$ cat src/rtl/rdesc_builder.sv
module rdesc_builder #(
  parameter int ADDR_W       = 32,
  parameter int RING_ENTRIES = 8,
  parameter int ENTRY_BYTES  = 32,
  parameter int CNT_W        = 16,
  parameter logic [ADDR_W-1:0] RING_BASE = 'h1000
) (
  input  logic              clk,
  input  logic              rst_n,
  input  logic              in_valid,
  output logic              in_ready,
  input  logic [7:0]        in_ctrl,
  input  logic [31:0]       in_src,
  input  logic [31:0]       in_dst,
  input  logic [31:0]       in_sa,
  input  logic [7:0]        in_ctl2,
  input  logic [1:0]        res_op,
  input  logic [7:0]        res_nh,
  input  logic [1:0]        res_pad_mode,
  input  logic [7:0]        res_pad_cnt,
  input  logic [15:0]       res_len,
  input  logic              res_err,
  output logic              wr_valid,
  input  logic              wr_ready,
  output logic [ADDR_W-1:0] wr_addr,
  output logic [159:0]      wr_data,
  output logic [CNT_W-1:0]  result_count
);
  localparam int PTR_W = (RING_ENTRIES > 1) ? $clog2(RING_ENTRIES) : 1;
  localparam logic [PTR_W-1:0] LAST = PTR_W'(RING_ENTRIES - 1);

  logic [PTR_W-1:0] slot;
  logic             wr_done;
  logic             take;
  logic [7:0]       nh_out, pad_out;
  logic [159:0]     entry;

  assign wr_done  = wr_valid && wr_ready;
  assign in_ready = !wr_valid || wr_ready;
  assign take     = in_valid && in_ready;
  assign wr_addr  = RING_BASE + ADDR_W'(slot) * ADDR_W'(ENTRY_BYTES);

  assign nh_out  = (res_op == 2'd1 || res_op == 2'd2) ? res_nh : 8'h00;
  assign pad_out = res_pad_mode[1] ? res_pad_cnt : 8'h00;

  assign entry = {{2'b10, in_ctl2[5:0]}, 8'h00, res_len,
                  in_sa, in_dst, in_src,
                  pad_out, {6'b0, res_err, 1'b1}, nh_out, {in_ctrl[7:2], 2'b10}};

  always_ff @(posedge clk) begin
    if (!rst_n) begin
      wr_valid     <= 1'b0;
      wr_data      <= '0;
      slot         <= '0;
      result_count <= '0;
    end else begin
      if (take) begin
        wr_valid <= 1'b1;
        wr_data  <= entry;
      end else if (wr_done) begin
        wr_valid <= 1'b0;
      end
      if (wr_done) begin
        slot         <= (slot == LAST) ? '0 : slot + 1'b1;
        result_count <= result_count + 1'b1;
      end
    end
  end

  p_count_step_r1: assert property (@(posedge clk) disable iff (!rst_n)
    wr_done |=> result_count == $past(result_count) + 1'b1);
  p_count_hold_r1: assert property (@(posedge clk) disable iff (!rst_n)
    !wr_done |=> $stable(result_count));
  p_ctrl_done_r2: assert property (@(posedge clk) disable iff (!rst_n)
    wr_valid |-> wr_data[1:0] == 2'b10);
  p_owner_r7: assert property (@(posedge clk) disable iff (!rst_n)
    wr_valid |-> (wr_data[159:158] == 2'b10 && wr_data[16]));
  p_slot_wrap_r8: assert property (@(posedge clk) disable iff (!rst_n)
    wr_done |=> slot == (($past(slot) == LAST) ? '0 : $past(slot) + 1'b1));
  p_stall_hold_r9: assert property (@(posedge clk) disable iff (!rst_n)
    (wr_valid && !wr_ready) |=> (wr_valid && $stable(wr_data) && $stable(wr_addr)));
  p_no_take_r9: assert property (@(posedge clk) disable iff (!rst_n)
    (wr_valid && !wr_ready) |-> !in_ready);
endmodule

$ cat config.mk
export PLATFORM = sky130hd
export DESIGN_NAME = rdesc_builder
export DESIGN_NICKNAME = d
export VERILOG_FILES = /design/src/rtl/rdesc_builder.sv
export SDC_FILE = /design/constraint.sdc
export NUM_CORES = 1
export LEC_CHECK = 0
export BUFFER_PORTS_ARGS = -buffer_cell sky130_fd_sc_hd__buf_2
export CORE_AREA = 8 8 134 136
export CTS_CLUSTER_DIAMETER = 120
export DETAILED_ROUTE_END_ITERATION = 10
export DIE_AREA = 0 0 142 144
export GPL_TIMING_DRIVEN = 0
export PLACE_DENSITY = 0.73
export SETUP_SLACK_MARGIN = 0.02
export SLEW_MARGIN = 20
export SYNTH_ARGS = -nofsm -noshare
export SYNTH_HDL_FRONTEND = slang
export SYNTH_SLANG_ARGS = --single-unit
$ cat constraint.sdc
create_clock -name clk -period 4 [get_ports clk]
set_clock_uncertainty 0.2 [all_clocks]
set_input_delay 0.6 -clock clk [delete_from_list [all_inputs] [get_ports clk]]
set_output_delay 0.6 -clock clk [all_outputs]
set_load 0.01 [all_outputs]
==> impl.org <==
** Run status
- Result of the run :: finished clean

** GRT
- First-pass GRT wire length :: between 30000 and 40000 microns
- Antenna violations before repair :: 1
- Across every metal layer, demand over resource in global routing totals 19.5%.
- After global routing the overflow that remains totals 0.
- The number of global-route vias before repair came to 5926.
- Entering global routing, the biggest net connects 17 pins.

** Floorplanning
- In this run the core area contains 47 standard-cell rows.
- The die is approximately 140 microns tall.
- Floorplan die area :: 20400 sq um
- During I/O placement, the number of pins put on the boundary was 363.
- Once the floorplan was initialized, standard cells occupied roughly 38% of the core.
- In this run the horizontal extent of the chip is 142 microns.
- Area inside the core boundary :: 16100 sq um

** Drt
- The count of nets left with antenna violations once routing finished came out at 0.
- The final route contains 6199 vias.
- Total detailed-routing wirelength :: 21100 microns
- Iteration-0 DRC Markers :: 233
- Dividing the detail-routed via count by the number of cells gives 4.53.
- Number of remaining DRC errors :: 0
- First drt pass iteration count :: 4
- After detailed routing, the average wire length per cell comes to 15.4 microns.

** Clocking
- Clock latency on the worst-skew pair, taken at its later pin, is around 0.42 ns.
- Once the clock tree was built, the resizer swapped 0 gates to a different size.
- No sink is reached through more buffers than the 2 on the longest clock path.
- The tree is rooted in a clkbuf_16.
- Setup Buffers After CTS :: 0
- After clock tree synthesis, the flow added hold-fix buffers numbering 0.
- The clock net in this run drives a total of 162 sinks.
- Num CTS Buffers :: 17
- TritonCTS built the clock tree.
- After clock tree synthesis, the clock-pin slew on the worst setup and hold paths is 0.07 ns.
- The H-tree was split into 4 levels.

** Layout
- Flip-flop and latch area :: around 3200 sq um
- The library cells used most frequently in the layout, excluding fill and tap cells, are buf_2 (320), nand2_1 (272), dfxtp_1 (162), a21oi_1 (142), buf_4 (48).
- The layout has between 1500 and 2000 filler cells.
- Summing all multi-input logic gate instances after layout gives 2430 sq um.
- Ratio of cells with drive above 1 in the final layout :: 35.1%
- ANT cells :: 0
- Leaving out fill and tap cells, the most frequent cell in the layout is buf_2.
- From synthesis to final layout, the design area changed by 43.0%.
- Count of nets after finishing :: 1292
- After the flow finishes, the layout carries non-filler instances totaling approximately 1400.
- For this run, the share of the core covered by cells in the final layout is between 50 and 60%.

** Timing
- Total count of hold-check failures in the final report :: 0
- The routed design could run at a clock period as short as 2.20 ns.
- Maximum frequency from static timing analysis :: 0.455 GHz
- Final total negative setup slack :: 0 ns
- Max-slew headroom at the worst pin :: 55.7%
- Post-route fraction of the period consumed by the critical path :: between 50% and 60%
- Setup Viol. Count Final :: 0
- The number of slew-limit violations in the final report is 0.
- Across all hold checks on the routed design, the worst slack comes to 0.207 ns.
- Actual transition at the worst max-transition pin :: 0.664 ns
- RSZ-0062 raised after global routing :: false

** Critical path
- For the worst setup path, the data arrival time is roughly 2.3 ns.
- Along the worst path, the maximum fanout reaches 10.
- Type of destination of the critical path :: flop
- The setup path with the least slack is of type reg -> reg.
- Data required time at the worst endpoint :: 4.15 ns
- The critical path goes through nand2b_1, nand2_1, buf_2, clkbuf_1, nand2_1, a21oi_1.
- The worst setup path is launched from a flop.
- Critical-path top delay cell :: clkbuf_1
- The cell that appears most often on the critical path is nand2_1.
- On the worst path, the slowest cell contributes a delay of 0.48 ns.
- Counting cells, the worst reg-to-reg path comes to 6.

** Logic synthesis
- Sequential area share after synthesis :: 53.2%
- Synth Register Bits :: 162
- By area the synthesized netlist is led by dfxtp_1 (53%), nand2_1 (17%), a21oi_1 (12%), buf_4 (5.9%), clkbuf_1 (2.2%).
- Synthesis handed over a netlist of 763 instances.
- Average cell area after synthesis :: 7.99 sq um
- Share of the synthesized area in the top cell type :: 53.2%
- The number of different library cells used by synthesis comes to 31.
- Yosys warnings :: 0
- The cell area that synthesis handed to floorplanning was 6100 sq um.
- Summed over all instances, the cell type with the most area after synthesis is dfxtp_1.

** Place
- DP Cell Count :: 1337
- Gp weighted congestion :: 0.833
- Final HPWL DP :: between 15000 and 20000 microns
- The count of buffers added on input and output ports is 311.

** Power
- Overall power of the completed layout :: 3.98 mW
- Share of total power in sequential cells :: between 40% and 50%
- The clock network burns 44.1% of the power.
- Comb pwr share :: 12.3%
- The internal power of the cells totals between 2 and 3 mW.
- Switching fraction of total power :: between 20% and 30%
- In this run the power density over the cells is 456 nW/um^2.
- VDD sags by at most 0.283 mV.
- Switching power of the nets :: 1.02 mW
- In this run the static leakage power is 4.30 nW.

** Min path
- Hold path depth :: 3
- The min-delay analysis places its worst path in the category in -> reg.

** Flow run
- Max-cap violations in this run came to 0.
[stage by stage]
stage	area (sq um)	setup WS (ns)
global route	8720	1.51
finish	8720	1.80
detailed placement	8090	1.31
global placement	8090	1.34
CTS	8720	1.69
floorplan	6260	2.09
[flip-flops by register name, summed over array words and instances (netlist names)]
register and count:
wr_data 142, result_count 16, slot 3, wr_valid 1
[worst paths after layout]
check | startpoint | endpoint | slack (ns)
setup / recovery | wr_valid | wr_data[138] | 1.80
hold / removal | res_err | wr_data[17] | 0.21
setup reg to reg | wr_valid | wr_data[138] | 1.80
hold reg to reg | wr_data[29] | wr_data[29] | 0.25
[final cells by class]
class	instances	area share, %
buffer	98	6.50
inverter	4	0.172
clock buffer	18	4.92
multi-input combinational	542	27.9
sequential	162	37.2
clock inverter	14	2.32
timing repair buffer	311	17.8
tap	220	3.16
[cells in the mapped netlist, drive strengths merged]
library cell / count
nand2: 272
dfxtp: 162
a21oi: 142
buf: 62
clkbuf: 36
nor2: 21
nand3: 13
a22oi: 8
xor2: 7
nand4: 5
inv: 4
o31ai: 4
or4: 4
xnor2: 4
and4: 3
ha: 3
and2: 2
conb: 2
nand2b: 2
nor3: 2
and3: 1
nor4: 1
o311ai: 1
o41ai: 1
or2: 1
[metal layers]
layer / share of wire [%] / global-route usage, % / vias to the layer above
met5: 0.061 / 0 / -
met4: 2.4 / 8.65 / 2
met3: 9.7 / 7.89 / 36
met2: 50 / 33.8 / 269
met1: 38 / 20.6 / 2755
li1: - / - / 3137
[cells by family (layout without fill, tap and decap cells)]
family                   count (synthesis)  after routing  synth area share [%]
other                                    2             45                 0.123
XOR/XNOR                                11             11                  1.58
flip-flops                             162            162                  53.2
AO/OA/AOI/OAI                          156            156                  13.4
adder cells (fa/ha/maj)                  3              3                 0.616
buffers and inverters                  102            445                  9.54
AND/OR/NAND/NOR                        327            327                  21.5
[power groups by stage]
| stage | combinational (mW) | clock [mW] | sequential [mW] |
|---|---|---|---|
| final | 0.488 | 1.75 | 1.74 |
| after floorplan | 0.220 | 0 | 1.81 |
| after CTS | 0.492 | 1.80 | 1.74 |
| after detailed placement | 0.490 | 0 | 1.77 |
| after global routing | 0.541 | 1.86 | 1.75 |
| after global placement | 0.487 | 0 | 1.77 |
[worst max-delay path: cells and delay by family, from the launching register on]
kind | cells | cell delay, ns
buffers and inverters | 2 | 0.82
AND/OR/NAND/NOR | 3 | 0.52
AO/OA/AOI/OAI | 1 | 0.15
flip-flops | 1 | 0.42
Note: power is estimated with default switching activity, not from simulation.
